$ cat src/rtl/twi_eep_pkg.sv
package twi_eep_pkg;
  typedef enum logic [2:0] {
    ST_IDLE,
    ST_DEV,
    ST_ADDR,
    ST_WDATA,
    ST_RD
  } twi_state_e;

  localparam logic [3:0] DEV_CODE = 4'b1010;
  localparam int PAGE_COL_W = 4;
  localparam int SEL_BITS   = 3;
endpackage

$ cat src/rtl/twi_line_sync.sv
module twi_line_sync #(
  parameter int SYNC_STAGES = 2
) (
  input  logic clk,
  input  logic rst_n,
  input  logic scl_i,
  input  logic sda_i,
  output logic scl_o,
  output logic sda_o,
  output logic scl_rise_o,
  output logic scl_fall_o,
  output logic start_o,
  output logic stop_o
);
  logic [SYNC_STAGES-1:0] scl_ff, sda_ff;
  logic scl_d1, sda_d1;

  // bus idles high, so reset to 1 avoids a false edge
  always_ff @(posedge clk or negedge rst_n) begin
    if (!rst_n) begin
      scl_ff <= '1;
      sda_ff <= '1;
      scl_d1 <= 1'b1;
      sda_d1 <= 1'b1;
    end else begin
      scl_ff <= {scl_ff[SYNC_STAGES-2:0], scl_i};
      sda_ff <= {sda_ff[SYNC_STAGES-2:0], sda_i};
      scl_d1 <= scl_ff[SYNC_STAGES-1];
      sda_d1 <= sda_ff[SYNC_STAGES-1];
    end
  end

  assign scl_o      = scl_ff[SYNC_STAGES-1];
  assign sda_o      = sda_ff[SYNC_STAGES-1];
  assign scl_rise_o = scl_o & ~scl_d1;
  assign scl_fall_o = ~scl_o & scl_d1;
  assign start_o    = scl_o & scl_d1 & sda_d1 & ~sda_o;
  assign stop_o     = scl_o & scl_d1 & ~sda_d1 & sda_o;
endmodule

$ cat src/rtl/twi_page_buf.sv
module twi_page_buf #(
  parameter int ROW_W = 5,
  parameter int COL_W = 4
) (
  input  logic                   clk,
  input  logic                   rst_n,
  input  logic                   load_i,
  input  logic [ROW_W-1:0]       row_i,
  input  logic [COL_W-1:0]       col_i,
  input  logic [7:0]             data_i,
  input  logic                   discard_i,
  input  logic                   commit_i,
  output logic                   wr_en_o,
  output logic [ROW_W+COL_W-1:0] wr_addr_o,
  output logic [7:0]             wr_data_o,
  output logic                   busy_o
);
  localparam int SLOTS = 1 << COL_W;

  logic [7:0]       slot_q [SLOTS];
  logic [SLOTS-1:0] vld_q, vld_d;
  logic [ROW_W-1:0] row_q;
  logic             busy_q, busy_d;
  logic [COL_W-1:0] idx_q, idx_d;
  logic             take;

  assign take = load_i & ~busy_q;

  always_comb begin
    vld_d  = vld_q;
    busy_d = busy_q;
    idx_d  = idx_q;
    if (busy_q) begin
      vld_d[idx_q] = 1'b0;
      idx_d        = idx_q + 1'b1;
      if (idx_q == COL_W'(SLOTS - 1)) busy_d = 1'b0;
    end else if (commit_i) begin
      busy_d = |vld_q;
      idx_d  = '0;
    end else if (discard_i) begin
      vld_d = '0;
    end else if (load_i) begin
      vld_d[col_i] = 1'b1;
    end
  end

  always_ff @(posedge clk or negedge rst_n) begin
    if (!rst_n) begin
      vld_q  <= '0;
      busy_q <= 1'b0;
      idx_q  <= '0;
      row_q  <= '0;
    end else begin
      vld_q  <= vld_d;
      busy_q <= busy_d;
      idx_q  <= idx_d;
      if (take) row_q <= row_i;
    end
  end

  // data slots carry no reset; the valid bits qualify them
  always_ff @(posedge clk) begin
    if (take) slot_q[col_i] <= data_i;
  end

  assign wr_en_o   = busy_q & vld_q[idx_q];
  assign wr_addr_o = {row_q, idx_q};
  assign wr_data_o = slot_q[idx_q];
  assign busy_o    = busy_q;
endmodule

$ cat src/rtl/twi_byte_ram.sv
module twi_byte_ram #(
  parameter int DEPTH = 512,
  parameter int AW    = $clog2(DEPTH)
) (
  input  logic          clk,
  input  logic          we_i,
  input  logic [AW-1:0] waddr_i,
  input  logic [7:0]    wdata_i,
  input  logic [AW-1:0] raddr_i,
  output logic [7:0]    rdata_o
);
  logic [7:0] mem [DEPTH];

  always_ff @(posedge clk) begin
    if (we_i) mem[waddr_i] <= wdata_i;
    rdata_o <= mem[raddr_i];
  end
endmodule

$ cat src/rtl/eeprom_twi_slave.sv
module eeprom_twi_slave
  import twi_eep_pkg::*;
#(
  parameter int MEM_BYTES   = 512,
  parameter int SYNC_STAGES = 2
) (
  input  logic       clk,
  input  logic       rst_n,
  input  logic       scl_i,
  input  logic       sda_i,
  input  logic [2:0] strap_i,
  output logic       sda_oe_o
);
  localparam int AW    = $clog2(MEM_BYTES);
  localparam int HI_W  = AW - 8;
  localparam int COL_W = PAGE_COL_W;
  localparam int ROW_W = AW - COL_W;

  // reset: asserted asynchronously, released on the clock
  logic [1:0] rst_sync_q;
  logic       rst_s_n;
  always_ff @(posedge clk or negedge rst_n) begin
    if (!rst_n) rst_sync_q <= 2'b00;
    else        rst_sync_q <= {rst_sync_q[0], 1'b1};
  end
  assign rst_s_n = rst_sync_q[1];

  logic scl_lvl, sda_lvl, scl_rise, scl_fall, start_evt, stop_evt;

  twi_line_sync #(.SYNC_STAGES(SYNC_STAGES)) u_sync (
    .clk        (clk),
    .rst_n      (rst_s_n),
    .scl_i      (scl_i),
    .sda_i      (sda_i),
    .scl_o      (scl_lvl),
    .sda_o      (sda_lvl),
    .scl_rise_o (scl_rise),
    .scl_fall_o (scl_fall),
    .start_o    (start_evt),
    .stop_o     (stop_evt)
  );

  twi_state_e      st_q, st_d;
  logic [3:0]      bit_q, bit_d;
  logic [7:0]      sh_q, sh_d;
  logic [7:0]      tx_q, tx_d;
  logic            oe_q, oe_d;
  logic            rw_q, rw_d;
  logic            mack_q, mack_d;
  logic [HI_W-1:0] hi_q, hi_d;
  logic [AW-1:0]   addr_q, addr_d;

  logic            pb_load, pb_discard, pb_commit, pb_busy;
  logic            ram_we;
  logic [AW-1:0]   ram_waddr;
  logic [7:0]      ram_wdata, ram_q;
  logic            sel_ok;

  // select compare: bits below HI_W+1 are address, the rest match straps
  always_comb begin
    sel_ok = (sh_q[7:4] == DEV_CODE);
    for (int i = 0; i < SEL_BITS; i++) begin
      if (i >= HI_W && sh_q[i+1] != strap_i[i]) sel_ok = 1'b0;
    end
  end

  always_comb begin
    st_d       = st_q;
    bit_d      = bit_q;
    sh_d       = sh_q;
    tx_d       = tx_q;
    oe_d       = oe_q;
    rw_d       = rw_q;
    mack_d     = mack_q;
    hi_d       = hi_q;
    addr_d     = addr_q;
    pb_load    = 1'b0;
    pb_discard = 1'b0;
    pb_commit  = 1'b0;
    if (start_evt) begin
      st_d       = ST_DEV;
      bit_d      = '0;
      oe_d       = 1'b0;
      pb_discard = 1'b1;
    end else if (stop_evt) begin
      st_d      = ST_IDLE;
      bit_d     = '0;
      oe_d      = 1'b0;
      pb_commit = (st_q == ST_WDATA);
    end else if (scl_rise && st_q != ST_IDLE) begin
      if (bit_q < 4'd8) begin
        if (st_q != ST_RD) sh_d = {sh_q[6:0], sda_lvl};
        bit_d = bit_q + 1'b1;
      end else if (bit_q == 4'd8) begin
        bit_d  = 4'd9;
        mack_d = ~sda_lvl;
      end
    end else if (scl_fall) begin
      unique case (st_q)
        ST_DEV, ST_ADDR, ST_WDATA: begin
          if (bit_q == 4'd8) begin
            if (st_q == ST_DEV) begin
              if (sel_ok) begin
                oe_d = 1'b1;
                rw_d = sh_q[0];
                hi_d = sh_q[HI_W:1];
              end else begin
                st_d = ST_IDLE;
              end
            end else begin
              oe_d = 1'b1;
              if (st_q == ST_WDATA) begin
                pb_load = 1'b1;
                addr_d  = {addr_q[AW-1:COL_W], COL_W'(addr_q[COL_W-1:0] + 1'b1)};
              end
            end
          end else if (bit_q == 4'd9) begin
            oe_d  = 1'b0;
            bit_d = '0;
            if (st_q == ST_DEV) begin
              if (rw_q) begin
                st_d   = ST_RD;
                tx_d   = ram_q;
                oe_d   = ~ram_q[7];
                addr_d = addr_q + 1'b1;
              end else begin
                st_d = ST_ADDR;
              end
            end else if (st_q == ST_ADDR) begin
              addr_d = {hi_q, sh_q};
              st_d   = ST_WDATA;
            end
          end
        end
        ST_RD: begin
          if (bit_q >= 4'd1 && bit_q <= 4'd7) begin
            oe_d = ~tx_q[3'(4'd7 - bit_q)];
          end else if (bit_q == 4'd8) begin
            oe_d = 1'b0;
          end else if (bit_q == 4'd9) begin
            bit_d = '0;
            if (mack_q) begin
              tx_d   = ram_q;
              oe_d   = ~ram_q[7];
              addr_d = addr_q + 1'b1;
            end else begin
              st_d = ST_IDLE;
            end
          end
        end
        default: ;
      endcase
    end
  end

  always_ff @(posedge clk or negedge rst_s_n) begin
    if (!rst_s_n) begin
      st_q   <= ST_IDLE;
      bit_q  <= '0;
      sh_q   <= '0;
      tx_q   <= '0;
      oe_q   <= 1'b0;
      rw_q   <= 1'b0;
      mack_q <= 1'b0;
      hi_q   <= '0;
      addr_q <= '0;
    end else begin
      st_q   <= st_d;
      bit_q  <= bit_d;
      sh_q   <= sh_d;
      tx_q   <= tx_d;
      oe_q   <= oe_d;
      rw_q   <= rw_d;
      mack_q <= mack_d;
      hi_q   <= hi_d;
      addr_q <= addr_d;
    end
  end

  assign sda_oe_o = oe_q;

  twi_page_buf #(.ROW_W(ROW_W), .COL_W(COL_W)) u_pbuf (
    .clk       (clk),
    .rst_n     (rst_s_n),
    .load_i    (pb_load),
    .row_i     (addr_q[AW-1:COL_W]),
    .col_i     (addr_q[COL_W-1:0]),
    .data_i    (sh_q),
    .discard_i (pb_discard),
    .commit_i  (pb_commit),
    .wr_en_o   (ram_we),
    .wr_addr_o (ram_waddr),
    .wr_data_o (ram_wdata),
    .busy_o    (pb_busy)
  );

  twi_byte_ram #(.DEPTH(MEM_BYTES), .AW(AW)) u_ram (
    .clk     (clk),
    .we_i    (ram_we),
    .waddr_i (ram_waddr),
    .wdata_i (ram_wdata),
    .raddr_i (addr_q),
    .rdata_o (ram_q)
  );
endmodule

$ cat config.mk
export PLATFORM = sky130hd
export DESIGN_NAME = eeprom_twi_slave
export DESIGN_NICKNAME = d
export VERILOG_FILES = /design/src/rtl/twi_eep_pkg.sv /design/src/rtl/twi_line_sync.sv /design/src/rtl/twi_page_buf.sv /design/src/rtl/twi_byte_ram.sv /design/src/rtl/eeprom_twi_slave.sv
export SDC_FILE = /design/constraint.sdc
export NUM_CORES = 2
export LEC_CHECK = 0
export ABC_CLOCK_PERIOD_IN_PS = 2270
export BUFFER_PORTS_ARGS = -buffer_cell sky130_fd_sc_hd__clkbuf_2
export CAP_MARGIN = 20
export CORE_MARGIN = 2
export CORE_UTILIZATION = 50
export CTS_CLUSTER_DIAMETER = 50
export DETAILED_ROUTE_END_ITERATION = 8
export HOLD_SLACK_MARGIN = 0.12
export PLACE_DENSITY_LB_ADDON = 0.08
export SYNTH_ARGS = -nofsm -noshare
export SYNTH_HDL_FRONTEND = slang
export SYNTH_MEMORY_MAX_BITS = 65536
export SYNTH_SLANG_ARGS = --single-unit
export TNS_END_PERCENT = 50
$ cat constraint.sdc
create_clock -name clk -period 2.27 [get_ports clk]
set_input_delay 0.1135 -clock clk [delete_from_list [all_inputs] [get_ports clk]]
set_output_delay 0.1135 -clock clk [all_outputs]
set_load 0.01 [all_outputs]
==> results_dict.tcl <==
set metrics [dict create \
    min_period_over_period_pct 154 \
    yosysTopAreaCellShare_pct 75.3 \
    die_x_um 585 \
    avgSynthCellArea_um2 20.9 \
    end_kind "flip-flop" \
    rows 213 \
    gp_congestion 0.909 \
    rsz0062_at_grt "yes" \
    fin_nets 9688 \
    power_density_nw_per_um2 1040 \
    groute.usage.overall_pct 31.0 \
    violations "setup timing" \
    routed_wirelength_um 534000 \
    maxSlewHeadroom_pct 29.7 \
    grt_max_degree 92 \
    ir_worst_vdd_uv 726 \
    place_area_um2 186000 \
    initial_utilization_pct 50.2 \
    drc 0 \
    tns_ps -5963380 \
    finalHoldViolations 0 \
    antenna_found_initial 30 \
    cts_tree "done" \
    ys_ff_latch 4302 \
    synth_top_cell_by_area "edfxtp_1" \
    first_pass_iters 6 \
    slowest_stage "mux4_2" \
    fin_skew_ps 57.3 \
    numPortBuffers 6 \
    final_util_pct 61.6 \
    grt_remaining_overflow 0 \
    dieArea_um2 342000 \
    max_freq_ghz 0.287 \
    seq_area_frac_synth_pct 76.4 \
    grt_pass1_wl_um 733000 \
    postLayoutCellArea_um2 207000 \
    period_needed_ps 3490 \
    cp_num_buf_inv 5 \
    synth.most_common_cell "edfxtp_1" \
    slowest_delay_ps 560 \
    cts_max_path_buffers 4 \
    netlist_area_um2 169000 \
    setup_viol 8323 \
    synthToLayoutAreaGrowth_pct 22.9 \
    cts_inserted_buffers 479 \
    synth_fp_nets 8073 \
    crit_fanout 8 \
    ys_async_sr_fraction_pct 1.63 \
    hpwlAfterDp_um 342000 \
    final.setup.worst_slack_ps -1220 \
    leakage_uw 0.0708 \
    placedCellCount 13500 \
    instances_no_fill 14600 \
    cp_common_cell "buf_4" \
    crit_arrival_ps 4300 \
    critPathKind "reg -> reg" \
    clkTransAtPathRegs_ps 60 \
    root_buffer "clkbuf_16" \
    synth_edf_count 4224 \
    h-tree-depth 5 \
    pin_count 8 \
    final_max_slew_viol_count 0 \
    clkSinkCount 4302 \
    worst_pin_slew_ps 1050 \
    synthesis.instances 8055 \
    worstHoldPathType "reg -> async" \
    cp-start-kind "flip-flop" \
    fp.dieH_um 585 \
    synthTopCellsByCount "edfxtp_1, mux4_2, nor2_1, mux2i_1, nand2_1" \
    clk_latency_ps 1010 \
    outcome "finished, violations left" \
    drive_gt1_share_pct 35.3 \
    yosys-top-cells-area "edfxtp_1, mux4_2, mux2i_1" \
    path_delay_family "compound AO/OA/AOI/OAI gates" \
    ys.flop_type "edfxtp_1" \
    viasPerCell 6.36 \
    antenna_left 0 \
    cap_violations 0 \
    grt_pass1_vias 90900 \
    core_um2 336000 \
    yosysWarningCount 0 \
    required_ps 3080 \
    yosysUniqueCellTypes 91 \
    vias 92900 \
    path_cells "buf_12 -> buf_16 -> buf_8 -> mux4_2 -> a2111o_1 -> o221ai_2 -> buf_4 -> o21ai_2 -> buf_4 -> o211ai_1 -> a32oi_1" \
    wl_per_cell_um 36.6 \
    drtIter0Drc 12400 \
]
## logic make-up after synthesis
family	share of synthesized area, %
xor gates and xnor gates	0.0260
AOI/OAI and AO/OA	3.11
and+or+nand+nor	2.69
DFF	76.4
buffers and inverters	2.12
other	0.00222
muxes	15.6
adders and majority gates	0.0817
## flip-flops by register name (all words and copies together), names as in the netlist, 2 cells and up
| register | flops |
|---|---|
| u_pbuf.vld_q | 16 |
| sh_q | 8 |
| u_pbuf.idx_q | 4 |
| u_ram.rdata_o | 8 |
| u_sync.scl_ff | 2 |
| u_pbuf.slot_q | 128 |
| u_ram.mem | 4096 |
| rst_sync_q | 2 |
| st_q | 3 |
| bit_q | 4 |
| tx_q | 8 |
| u_sync.sda_ff | 2 |
| addr_q | 9 |
| u_pbuf.row_q | 5 |
## cell type report
type	instances	area, um2
Sequential cell	4302	129000
Inverter	19	86.3
Multi-Input combinational cell	3221	37500
Clock inverter	322	3550
Timing Repair Buffer	1647	19100
Fill cell	23500	129000
Antenna cell	7	17.5
Tap cell	4515	5650
Clock buffer	572	12400
## cell usage in the layout (no fill, tap or decap), types with 53 or more instances in the layout
| cell | count |
|---|---|
| a21oi_1 | 118 |
| clkinv_1 | 82 |
| clkbuf_16 | 491 |
| dfrtp_1 | 53 |
| mux2i_1 | 395 |
| o22ai_1 | 65 |
| edfxtp_1 | 4224 |
| buf_16 | 66 |
| nand2_1 | 233 |
| a22oi_1 | 74 |
| clkinv_2 | 85 |
| bufinv_16 | 60 |
| clkbuf_1 | 90 |
| buf_4 | 1124 |
| buf_12 | 345 |
| mux4_2 | 925 |
| nor2_1 | 556 |
| o221ai_1 | 86 |
| o21ai_0 | 90 |
## stage by stage
| step | worst slack, ps | power [uW] | hold slack [ps] |
|---|---|---|---|
| detailed placement | -2020 | 133000 | -97.3 |
| floorplan | -1590 | 115000 | -182 |
| CTS | -1150 | 214000 | 258 |
| global route | -1190 | 220000 | 320 |
| global placement | -2040 | 133000 | -99.0 |
| finish | -1220 | 215000 | 317 |
## metal layers
metal  routed length (um)  vias up  track usage [%]  share of wire, %
met5                   52        -                0            0.0097
met1               213000    50000             44.7                40
met4                21700        8             10.8               4.1
met2               246000     4988             47.4                46
li1                     -    37000                -                 -
met3                53400      897             6.27                10
## what timing repair did
action                                   CTS  global route
pin swaps                                 28            37
setup buffers                             90            70
resized for setup                        267           145
hold endpoints to repair                   9             0
cloned                                    56            17
endpoints found under the setup margin  8347          8362
hold buffers                               9             0
## power by group
group / switching [uW] / internal, uW
Sequential: 428 / 90100
Clock: 32500 / 45900
Combinational: 25000 / 20700
Total: 57900 / 157000
## path summary, 6_finish.rpt
check	start	end	slack [ps]	cells past startpoint
hold / removal	rst_sync_q[1]$_DFF_PN0_	sda_oe_o$_DFFE_PN0P_	320	0
setup / recovery	addr_q[0]$_DFFE_PN0P_	u_ram.rdata_o[2]$_DFF_P_	-1220	11
setup reg to reg	addr_q[0]$_DFFE_PN0P_	u_ram.rdata_o[2]$_DFF_P_	-1220	11
min in group clk	sda_i	u_sync.sda_ff[0]$_DFF_PN1_	340	3
hold reg to reg	rst_sync_q[1]$_DFF_PN0_	sda_oe_o$_DFFE_PN0P_	320	0
max in group asynchronous	rst_sync_q[1]$_DFF_PN0_	u_pbuf.idx_q[1]$_DFFE_PN0P_	1240	1
Note: power is estimated with default switching activity, not from simulation.
